## src/rtl/ulev_pkg.sv

```systemverilog
package ulev_pkg;

    typedef enum logic [1:0] {
        LS_SE0 = 2'b00,
        LS_J   = 2'b01,
        LS_K   = 2'b10,
        LS_SE1 = 2'b11
    } line_t;

    typedef enum logic {
        PORT_IDLE     = 1'b0,
        PORT_ATTACHED = 1'b1
    } port_t;

    typedef enum logic [1:0] {
        WSEL_ENABLE = 2'b00,
        WSEL_CLEAR  = 2'b01,
        WSEL_CTRL   = 2'b10
    } wsel_t;

    // event vector, bit 0 first: ovc, bchg, detach, attach
    typedef struct packed {
        logic attach;
        logic detach;
        logic bchg;
        logic ovc;
    } evt_t;

    localparam int NUM_EVT = 4;

    // 2.5 us expressed in cycles of a CLK_HZ clock (1 / 2.5 us = 400 kHz)
    function automatic int qual_cycles(input int clk_hz);
        int c;
        c = clk_hz / 400000;
        return (c < 2) ? 2 : c;
    endfunction

    function automatic logic is_fs_level(input line_t l);
        return l != LS_SE1;
    endfunction

    function automatic logic is_idle_drive(input line_t l);
        return (l == LS_J) || (l == LS_K);
    endfunction

endpackage

```

## src/rtl/ulev_sync.sv

```systemverilog
module ulev_sync #(
    parameter int WIDTH  = 4,
    parameter int STAGES = 2
) (
    input  logic             clk,
    input  logic             rst,
    input  logic [WIDTH-1:0] d,
    output logic [WIDTH-1:0] q
);
    logic [WIDTH-1:0] chain [STAGES];

    generate
        for (genvar i = 0; i < STAGES; i++) begin : g_stage
            if (i == 0) begin : g_first
                always_ff @(posedge clk) begin
                    if (rst) chain[0] <= '0;
                    else     chain[0] <= d;
                end
            end else begin : g_next
                always_ff @(posedge clk) begin
                    if (rst) chain[i] <= '0;
                    else     chain[i] <= chain[i-1];
                end
            end
        end
    endgenerate

    assign q = chain[STAGES-1];
endmodule

```

## src/rtl/ulev_ovc_edge.sv

```systemverilog
module ulev_ovc_edge #(
    parameter int PINS = 2
) (
    input  logic            clk,
    input  logic            rst,
    input  logic [PINS-1:0] pin_s,
    output logic            edge_evt
);
    logic [PINS-1:0] pin_q;
    logic [PINS-1:0] diff;

    always_ff @(posedge clk) begin
        if (rst) pin_q <= '0;
        else     pin_q <= pin_s;
    end

    generate
        for (genvar p = 0; p < PINS; p++) begin : g_pin
            assign diff[p] = pin_s[p] ^ pin_q[p];
        end
    endgenerate

    assign edge_evt = |diff;
endmodule

```

## src/rtl/ulev_line_mon.sv

```systemverilog
module ulev_line_mon
    import ulev_pkg::*;
#(
    parameter int QUAL = 312
) (
    input  logic  clk,
    input  logic  rst,
    input  line_t line_s,
    input  port_t port_st,
    output logic  bchg_evt,
    output logic  attach_evt,
    output logic  detach_evt
);
    localparam int CW = $clog2(QUAL + 1);
    localparam logic [CW-1:0] CNT_MAX  = CW'(QUAL);
    localparam logic [CW-1:0] CNT_FIRE = CW'(QUAL - 1);

    line_t         line_q;
    logic [CW-1:0] run_cnt;
    logic          moved;
    logic          qual_hit;

    assign moved = (line_s != line_q);

    // run counter restarts on every move, saturates once the window is over
    always_ff @(posedge clk) begin
        if (rst) begin
            line_q  <= LS_SE0;
            run_cnt <= CNT_MAX;
        end else begin
            line_q <= line_s;
            if (moved)
                run_cnt <= '0;
            else if (run_cnt != CNT_MAX)
                run_cnt <= run_cnt + 1'b1;
        end
    end

    assign qual_hit   = !moved && (run_cnt == CNT_FIRE);
    assign bchg_evt   = moved && is_fs_level(line_s) && is_fs_level(line_q);
    assign attach_evt = qual_hit && is_idle_drive(line_s) && (port_st == PORT_IDLE);
    assign detach_evt = qual_hit && (line_s == LS_SE0) && (port_st == PORT_ATTACHED);
endmodule

```

## src/rtl/ulev_irq_regs.sv

```systemverilog
module ulev_irq_regs #(
    parameter int N = 4
) (
    input  logic         clk,
    input  logic         rst,
    input  logic [N-1:0] evt,
    input  logic         en_we,
    input  logic [N-1:0] en_wdata,
    input  logic         clr_we,
    input  logic [N-1:0] clr_wdata,
    output logic [N-1:0] status,
    output logic [N-1:0] enable,
    output logic         irq_n
);
    logic [N-1:0] hit;

    generate
        for (genvar b = 0; b < N; b++) begin : g_bit
            always_ff @(posedge clk) begin
                if (rst) begin
                    status[b] <= 1'b0;
                    enable[b] <= 1'b0;
                end else begin
                    // set wins over a zero-write clear in the same cycle
                    if (evt[b])
                        status[b] <= 1'b1;
                    else if (clr_we && !clr_wdata[b])
                        status[b] <= 1'b0;
                    if (en_we)
                        enable[b] <= en_wdata[b];
                end
            end
            assign hit[b] = status[b] & enable[b];
        end
    endgenerate

    assign irq_n = ~(|hit);
endmodule

```

## src/rtl/usb_port_line_irq.sv

```systemverilog
module usb_port_line_irq
    import ulev_pkg::*;
#(
    parameter int CLK_HZ      = 125000000,
    parameter int SYNC_STAGES = 2
) (
    input  logic       clk,
    input  logic       rst,
    input  logic [1:0] line_i,
    input  logic       ovc_a_i,
    input  logic       ovc_b_i,
    input  logic       wr_en_i,
    input  logic [1:0] wr_sel_i,
    input  logic [3:0] wr_data_i,
    output logic       irq_n_o,
    output logic [1:0] line_mon_o,
    output logic [1:0] ovc_mon_o,
    output logic [3:0] status_o,
    output logic [3:0] enable_o,
    output logic       port_active_o,
    output logic       port_idle_o
);
    localparam int QUAL   = qual_cycles(CLK_HZ);
    localparam int SYNC_W = 4;

    logic [SYNC_W-1:0] raw_in;
    logic [SYNC_W-1:0] sync_out;
    line_t             line_s;
    logic [1:0]        ovc_s;
    evt_t              evts;
    logic              ovc_evt, bchg_evt, attach_evt, detach_evt;
    port_t             port_st;
    logic              uact;
    wsel_t             wsel;
    logic              en_we, clr_we, ctrl_we;

    assign raw_in = {ovc_b_i, ovc_a_i, line_i};

    ulev_sync #(.WIDTH(SYNC_W), .STAGES(SYNC_STAGES)) u_sync (
        .clk (clk),
        .rst (rst),
        .d   (raw_in),
        .q   (sync_out)
    );

    assign line_s = line_t'(sync_out[1:0]);
    assign ovc_s  = sync_out[3:2];

    ulev_ovc_edge #(.PINS(2)) u_ovc (
        .clk      (clk),
        .rst      (rst),
        .pin_s    (ovc_s),
        .edge_evt (ovc_evt)
    );

    ulev_line_mon #(.QUAL(QUAL)) u_line (
        .clk        (clk),
        .rst        (rst),
        .line_s     (line_s),
        .port_st    (port_st),
        .bchg_evt   (bchg_evt),
        .attach_evt (attach_evt),
        .detach_evt (detach_evt)
    );

    assign evts = '{attach: attach_evt, detach: detach_evt, bchg: bchg_evt, ovc: ovc_evt};

    assign wsel    = wsel_t'(wr_sel_i);
    assign en_we   = wr_en_i && (wsel == WSEL_ENABLE);
    assign clr_we  = wr_en_i && (wsel == WSEL_CLEAR);
    assign ctrl_we = wr_en_i && (wsel == WSEL_CTRL);

    ulev_irq_regs #(.N(NUM_EVT)) u_regs (
        .clk       (clk),
        .rst       (rst),
        .evt       (evts),
        .en_we     (en_we),
        .en_wdata  (wr_data_i),
        .clr_we    (clr_we),
        .clr_wdata (wr_data_i),
        .status    (status_o),
        .enable    (enable_o),
        .irq_n     (irq_n_o)
    );

    // port state: detach overrides both attach tracking and software control
    always_ff @(posedge clk) begin
        if (rst) begin
            port_st <= PORT_IDLE;
            uact    <= 1'b0;
        end else if (detach_evt) begin
            port_st <= PORT_IDLE;
            uact    <= 1'b0;
        end else begin
            if (attach_evt) port_st <= PORT_ATTACHED;
            if (ctrl_we)    uact    <= wr_data_i[0];
        end
    end

    assign line_mon_o    = line_s;
    assign ovc_mon_o     = ovc_s;
    assign port_active_o = uact;
    assign port_idle_o   = (port_st == PORT_IDLE);
endmodule

```

## config.mk

```make
export PLATFORM = sky130hd
export DESIGN_NAME = usb_port_line_irq
export DESIGN_NICKNAME = d
export VERILOG_FILES = /design/src/rtl/ulev_pkg.sv /design/src/rtl/ulev_sync.sv /design/src/rtl/ulev_ovc_edge.sv /design/src/rtl/ulev_line_mon.sv /design/src/rtl/ulev_irq_regs.sv /design/src/rtl/usb_port_line_irq.sv
export SDC_FILE = /design/constraint.sdc
export NUM_CORES = 1
export LEC_CHECK = 0
export BUFFER_PORTS_ARGS = -buffer_cell sky130_fd_sc_hd__buf_2
export CAP_MARGIN = 40
export CORE_UTILIZATION = 52
export CTS_CLUSTER_DIAMETER = 30
export DETAILED_ROUTE_END_ITERATION = 7
export PLACE_DENSITY = 0.88
export SETUP_SLACK_MARGIN = 0.15
export SLEW_MARGIN = 40
export SYNTH_ARGS = -nofsm -noshare
export SYNTH_HDL_FRONTEND = slang
export SYNTH_SLANG_ARGS = --single-unit
export TNS_END_PERCENT = 1
```

## constraint.sdc

```tcl
create_clock -name clk -period 1.9 [get_ports clk]
set_input_delay 0.095 -clock clk [delete_from_list [all_inputs] [get_ports clk]]
set_output_delay 0.095 -clock clk [all_outputs]
set_load 0.1 [all_outputs]
```

# == Yosys cells after proc, flatten, opt, wreduce, memory -nomap -nowiden ==
# Memory sizes are Yosys's and may differ from the RTL's.
# Cells that the tools add are included.
# op_classes
n_addsub,1
n_eq_ne,9
mux,15
n_bitwise,10
reduce_logical,31
# ops
operator,count
$mux 9,2
$logic_and 1x1->1,14
$mux 1,11
$reduce_bool 2->1,5
$add 9x1->9 const B,1
$eq 9x9->1 const B,1
$ne 9x9->1 const B,1
$mux 4,2
$reduce_or 2->1,3
$logic_not 1->1,5
$and 1x1->1,4
$eq 2x1->1 const B,2
$eq 2x2->1 const B,2
$logic_not 2->1,2
$ne 2x2->1 const B,2
$reduce_or 4->1,1
$ne 2x2->1,1
$not 1->1,2
$or 1x1->1,2
$xor 1x1->1,2
$logic_or 1x1->1,1
# word_totals
regBits,23
ramBits,8
in_bits,13
out_inout_bits,15
elab_cells,81
n_memories,1
# memory_table
memory,depth,word_bits,rd,rd_ports_with_merged_regs,wr,line,rtl
u_sync.chain,2,4,2,0,2,ulev_sync.sv:10,logic [WIDTH-1:0] chain [STAGES];

# == Depth between registers and ports, before layout ==
# Gate-level depths: netlist of the first run.
# depth
ltp_word,6
mapped_depth,6
depth_no_buf,6

# == Cells and area by module ==
# A second synthesis of the first run with hierarchy kept.
# hier_totals
hier_cells,140
hier_area_um2,1326.3
# modules_own_cells
mod,instances,cells_each,area_each_um2,seq_area_each_um2
ulev_line_mon,1,74,621.8,220.2
ulev_irq_regs,1,32,314.1,160.2
ulev_sync,1,16,210.2,160.2
usb_port_line_irq,1,11,103.8,40.0
ulev_ovc_edge,1,7,76.3,40.0

# == Worst setup path before layout of the first run ==
# No wires, ideal clock.
# synth_path
path_kind,reg-to-output
start,register u_regs.status[0]
end,output irq_n_o
arrival_time_ns,3.247
t_required_ns,1.805
slack_ns,-1.442
stages_incl_launch_ff,3
path_buffers,0
path_cell_list,dfxtp_1 -> a22o_1 -> a221oi_1
# synth_via
elab_chain_cells,3
# synth_lines
item,line,rtl
from (decl),ulev_irq_regs.sv:11,"output logic [N-1:0] status,"
"from (signal, indexed assignment)",ulev_irq_regs.sv:21,status[b] <= 1'b0;
"from (signal, indexed assignment)",ulev_irq_regs.sv:26,status[b] <= 1'b1;
"from (signal, indexed assignment)",ulev_irq_regs.sv:28,status[b] <= 1'b0;
$and 1x1->1,ulev_irq_regs.sv:33,assign hit[b] = status[b] & enable[b];
$reduce_or 4->1,ulev_irq_regs.sv:37,assign irq_n = ~(|hit);
$not 1->1,ulev_irq_regs.sv:37,
to (decl),usb_port_line_irq.sv:15,"output logic irq_n_o,"
# No other way between the ends.

# == Worst setup path after layout of the first run ==
# Same ends and word-level chain as after synthesis.

==> results.md, run 1 <==
* Run status: finished, final reports clean
* Fmax at a little over 0.6 GHz
* PwrDens at 955 mW/mm2
* Ports at 28
* Die Footprint at 0.00267 mm2
* Flop-to-flop setup slack at between 400 and 500 ps
* Reg2reg end: u_line.run_cnt[2]$_SDFFE_PP0N_
* Synth async-reset ratio at 0%
* Layout net count at 181
* Area grow syn2layout at 23.9%
* Min Tclk post-route at between 1500 and 2000 ps
* Primary FF master, synth: dfxtp_1
* Final setup violation count at 0
* Worst Setup Start Kind: flip-flop
* Wire length per cell after detailed routing at about 13 um
* Setup WS post-layout at 249 ps
* Reg clk slew, reported paths at about 100 ps
* HPWL after detailed placement at 1850 um
* CTS buffer count at 5
* Yosys top cell area share at 48.3%
* Initial detailed-routing violation count at 17
* Area leader, netlist: dfxtp_1
* Worst setup EP type: output port
* Most numerous cell in the Yosys netlist: dfxtp_1
* Post-synth EDFFs at 0
* Insertion delay to the later sink of the worst-skew pair at between 300 and 400 ps
* Antenna Cells at 0
* Total core area at around 0.0023 mm2
* Synth Register Bits at 31
* Ys Warns at 0
* Layout cell share with drive strength beyond 1 at between 20% and 30%
* CTS sink cnt at 31
* Final Hold Vio Count at 0
* Largest vdd supply drop at 0.667 mV
* CTS tree: done
* CP Max Fanout at 3
* Largest net degree at the start of global routing at 32
* Pre-CTS WS at 405 ps
* GRT Util Overall at a little under a quarter
* GP Congestion at 0.885
* Synthesized cell area at 0.00128 mm2
* RSZ-0062 raised after global routing: false
* Routed WL at 2580 um
* Slew at the pin closest to its max-slew limit at ~540 ps
* Overflow after GRT at 0
* Post-synth top cells: 31 x dfxtp_1, 12 x nor2b_1, 9 x nor2_1
* H-tree lvl count at 2
* First-pass GRT wire length at ~4300 um
* Netlist cell types at 32
* Leakage power at a little under 0.7 nW
* Syn Inst Count at 130
* Crit share post-route at 86.9%
* Post-synthesis average cell area at between 9 and 10 um2
* Post-CTS sizing at 0
* Standard-cell row count at 17
* Root buf cell: clkbuf_4
* Worst endpoint data arrival time at 1560 ps
* IO buf count at 27
* Worst hold margin at between 8 and 9 ps
* Die height at about 52 um
* Top post-synthesis cells by area: dfxtp_1 48%, nor2b_1 5.8%, xnor2_1 4.8%, mux2i_1 4.7%, ha_1 3.9%
* FF-to-FF path depth at 6
* Initial antenna violation count at 0
* Via/cell ratio at approximately 5.4
* Vias in the first global route at just under 1000
* Chip width at 51.7 um
* Starting Density at approximately 56%
* Detailed-route DRC error count at 0
* Required time worst endpoint at roughly 1800 ps
* Setup_tns at 0 ps
* Total number of vias at ~1000
* Sequential-to-total area share from yosys stat at around half
* CP Launch Point: u_regs.status[0]$_SDFFE_PP0P_
* Max-slew headroom at 64.1%
* Maxcap violations at 0
* Hold WC Path Type: in2reg
* Max Root-Sink Buffers at 2
* Detail Route Antenna Nets at 0
* Setup Skew at 9.82 ps
* Max-slew violation count at 0
* Crit Path Class: reg2out
* Worst r2r src: u_line.run_cnt[0]$_SDFFE_PP0N_
* DRT Pass-1 Iters at 4
* Worst setup path endpoint: irq_n_o
* Syn_nets at between 100 and 150
==> kinds of logic after synthesis <==
group	count (synthesis)	share of synthesized area [%]
compound gates	17	8.58
xor+xnor	11	7.50
fa+ha+maj	4	3.90
buf+inv	9	2.63
flops	31	48.3
mux	6	4.68
simple gates	52	24.4
==> worst min path at each step <==
| stage | startpoint | end | slack [ps] | depth (start not counted) |
|---|---|---|---|---|
| after global placement | line_i[0] | u_sync.chain[0][0]$_SDFF_PP0_ | 310 | 2 |
| after global routing | wr_data_i[1] | u_regs.enable[1]$_SDFFE_PP0P_ | 20 | 3 |
| after CTS | wr_data_i[1] | u_regs.enable[1]$_SDFFE_PP0P_ | 4 | 3 |
| final | wr_data_i[1] | u_regs.enable[1]$_SDFFE_PP0P_ | 8 | 3 |
| after detailed placement | ovc_a_i | u_sync.chain[0][2]$_SDFF_PP0_ | 310 | 2 |
| after floorplan | rst | u_sync.chain[1][3]$_SDFF_PP0_ | 170 | 1 |
==> worst max-delay path, cell delays in order, from the launching register on <==
cell and delay, ps:
dfxtp_2 340, a22o_1 250, a221oi_4 170, buf_2 460
==> final cells by class <==
class / count / area [um2]
Sequential cell: 31 / 628
Fill cell: 150 / 686
Multi-Input combinational cell: 90 / 647
Timing Repair Buffer: 31 / 175
Tap cell: 28 / 35.0
Clock buffer: 6 / 51.3
Clock inverter: 2 / 35.0
Inverter: 5 / 18.8
==> metrics by stage <==
step	area [um2]	total power, mW	std cells	util, %
finish	1590	1.52	193	69.9
detailed placement	1460	0.991	181	64.3
global route	1590	1.59	193	69.9
CTS	1590	1.53	193	69.9
global placement	1460	0.972	181	64.3
floorplan	1310	0.932	130	-
==> flip-flops by register name, indices dropped and copies added (netlist names) <==
| register | cells |
|---|---|
| u_line.line_q | 2 |
| port_active_o | 1 |
| u_ovc.pin_q | 2 |
| u_regs.enable | 4 |
| u_regs.status | 4 |
| u_sync.chain | 8 |
| u_line.run_cnt | 9 |
| port_st | 1 |
==> cell usage in the layout, fill, tap and decap left out, drive strengths merged, types with 5 or more instances in the layout <==
cell / Yosys / routed
buf: 1 / 27
clkbuf: 3 / 6
dfxtp: 31 / 31
inv: 5 / 5
mux2i: 6 / 6
nand2: 6 / 6
nor2: 9 / 9
nor2b: 12 / 12
nor3: 8 / 8
xnor2: 7 / 7
==> metal layers <==
metal	part of all wire, %	global-route usage [%]
met4	2.7	13.1
met3	6.3	8.19
met1	39	23.3
met2	52	40.5
met5	0	0
==> power by group <==
group	internal (mW)	switching, mW	leakage [nW]	total (mW)
clock	0.311	0.225	0.0482	0.536
sequential	0.686	0.0327	0.257	0.718
combinational	0.0879	0.177	0.374	0.264
==> timing repair <==
| item | CTS | global route |
|---|---|---|
| endpoints found under the hold margin | 4 | 0 |
| buffers inserted | 0 | 0 |
| hold buffers | 4 | 0 |
No activity file was read; power rests on OpenSTA's default activity.
==> run 2, diff against run 1 <==
==> constraint.sdc (replaced) <==
create_clock -name clk -period 1.85 [get_ports clk]
set_input_delay 0.0925 -clock clk [delete_from_list [all_inputs] [get_ports clk]]
set_output_delay 0.0925 -clock clk [all_outputs]
set_load 0.1 [all_outputs]
==> results.md, run 2 (synthesis results as in run 1) <==
* Wire length per cell after detailed routing at 13.2 um (-1.2%)
* CP Cell Sequence: a22o_1 > a221oi_4 > clkbuf_4
* Part of the power in registers at 50.6% (+3.3 points)
* Required time worst endpoint at 1760 ps (-40 ps)
* Final setup violation count at 0 (unchanged)
* Leakage power at 0.671 nW (-1.3%)
* Layout net count at 181 (unchanged)
* Via/cell ratio at 5.26 (-2.8%)
* GRT Util Overall at 22.7% (-0.26 points)
* IO buf count at 27 (unchanged)
* Slowest-stage cell, CP: clkbuf_4
* Antenna Cells at 0 (unchanged)
* Initial antenna violation count at 0 (unchanged)
* Max reg flops at 9 (unchanged)
* Setup Skew at 5.57 ps (-4.25 ps)
* Hold WC Path Type: in2reg
* Largest vdd supply drop at 0.611 mV (-8.4%)
* GP Congestion at 0.885 (unchanged)
* Max Root-Sink Buffers at 2 (unchanged)
* H-tree lvl count at 2 (unchanged)
* P_sw at 0.442 mW (+1.8%)
* Crit Path Class: reg2out
* Pre-CTS WS at 362 ps (-43.6 ps)
* Ports at 28 (unchanged)
* Area grow syn2layout at 23.0%
* Overflow after GRT at 0 (unchanged)
* Setup_tns at 0 ps (unchanged)
* Worst path bufs/invs at 1 (unchanged)
* Die Footprint at 0.00267 mm2 (unchanged)
* Die height at 51.7 um (unchanged)
* Total core area at 0.00228 mm2 (unchanged)
* Detail Route Antenna Nets at 0 (unchanged)
* Commonest non-fill, non-tap cell in the layout: buf_2
* Crit path max-delay family: compound AO/OA/AOI/OAI gates
* Largest net degree at the start of global routing at 32 (unchanged)
* Total number of vias at 1015 (-2.8%)
* PwrDens at 924 mW/mm2 (-3.2%)
* Layout cell share with drive strength beyond 1 at 29.1% (unchanged)
* Min Tclk post-route at 1540 ps
* Sw Ratio at 30.3% (+1.7 points)
* Internal power at 1.02 mW (-6.2%)
* Detailed-route DRC error count at 0 (unchanged)
* CP Max Fanout at 3 (unchanged)
* Slew at the pin closest to its max-slew limit at 534 ps (-4.26 ps)
* Final Hold Vio Count at 0 (unchanged)
* Worst Setup Start Kind: flip-flop
* Chip width at 51.7 um (unchanged)
* Insertion delay to the later sink of the worst-skew pair at 330 ps (about the same)
* Most flops, register: u_line.run_cnt
* Starting Density at 56.4% (unchanged)
* Max-slew headroom at 64.4% (+0.28 points)
* Crit share post-route at a little over four fifths
* Worst endpoint data arrival time at 1450 ps (-110 ps)
* Worst setup EP type: output port
* Run status: finished, final reports clean
* Initial detailed-routing violation count at 16 (-1)
* Vias in the first global route at 1007 (+3.7%)
* CTS sink cnt at 31 (unchanged)
* Fmax at approximately 0.65 GHz
* Reg clk slew, reported paths at 100 ps (about the same)
* CTS tree: done
* Standard-cell row count at 17 (unchanged)
* Power share of the clock group at 30.9% (-4.4 points)
* Commonest cells after routing, fill and taps aside: 26 x buf_2, 25 x dfxtp_1, 12 x nor2b_1
* DRT Pass-1 Iters at 4 (unchanged)
* Setup WS post-layout at 306 ps (+56.3 ps)
* RSZ-0062 raised after global routing: false
* Fillers at 162 (+8.0%)
* Crit-path max cell delay at 370 ps (-90 ps)
* Root buf cell: clkbuf_4
* Max-slew violation count at 0 (unchanged)
* First-pass GRT wire length at 4220 um (-0.82%)
* HPWL after detailed placement at 1850 um (+0.11%)
* Gate power share at 18.6% (+1.2 points)
* Biggest regs: u_line.run_cnt (9), u_sync.chain (8)
* Maxcap violations at 0 (unchanged)
* CTS buffer count at 5 (unchanged)
* Routed WL at 2550 um (-1.2%)
run 2: what timing repair did:
action	4_1_cts	5_1_grt
endpoints found under the setup margin	0	1
hold endpoints to repair	4	0
gates resized for setup	0	1
setup buffers	0	0
hold buffers	4	0
run 2: routing by layer:
metal / part of all wire (%) / GRT usage [%] / vias to the layer above
li1: - / - / 510
met3: 4.9 / 8.19 / 5
met4: 2.1 / 12.2 / 0
met1: 41 / 22.5 / 474
met5: 0 / 0 / -
met2: 52 / 40.9 / 26
run 2: power by group through the flow:
stage                     logic (mW)  clock network (mW)  registers (mW)
after floorplan                0.128                   0           0.830
after global placement         0.250                   0           0.748
after detailed placement       0.266                   0           0.752
after CTS                      0.273               0.460           0.736
after global routing           0.290               0.497           0.741
final                          0.271               0.450           0.738
run 2: layout make-up:
class                      instances  area, um2  share of cell area, %
clock inverter                     1       7.51                  0.475
clock buffer                       7       65.1                   4.12
tap                               28       35.0                   2.22
inverter                           5       18.8                   1.19
sequential                        31        628                   39.8
multi-input combinational         90        647                   41.0
timing repair buffer              31        178                   11.3
run 2: path summary, 6_finish.rpt:
path         cells after the start                            from                             end  slack (ps)
max                              3   u_regs.status[0]$_SDFFE_PP0P_                         irq_n_o         310
min                              3                    wr_data_i[1]   u_regs.enable[1]$_SDFFE_PP0P_          10
max reg2reg                      6  u_line.run_cnt[0]$_SDFFE_PP0N_  u_line.run_cnt[2]$_SDFFE_PP0N_         360
min reg2reg                      1   u_sync.chain[0][3]$_SDFF_PP0_   u_sync.chain[1][3]$_SDFF_PP0_         440
run 2: worst min-delay path, cell delays in order:
cell and delay (ps):
buf_2 90, mux2i_1 60, nor2_1 70
run 2: through the flow:
step | std cells | area [um2] | hold slack [ps] | utilization [%] | power (mW)
after floorplan | 130 | 1310 | 164 | - | 0.958
after global placement | 181 | 1460 | 305 | 64.3 | 0.998
after detailed placement | 181 | 1460 | 314 | 64.3 | 1.02
after CTS | 193 | 1580 | 3.69 | 69.3 | 1.47
after global routing | 193 | 1580 | 15.1 | 69.4 | 1.53
final | 193 | 1580 | 13.5 | 69.4 | 1.46
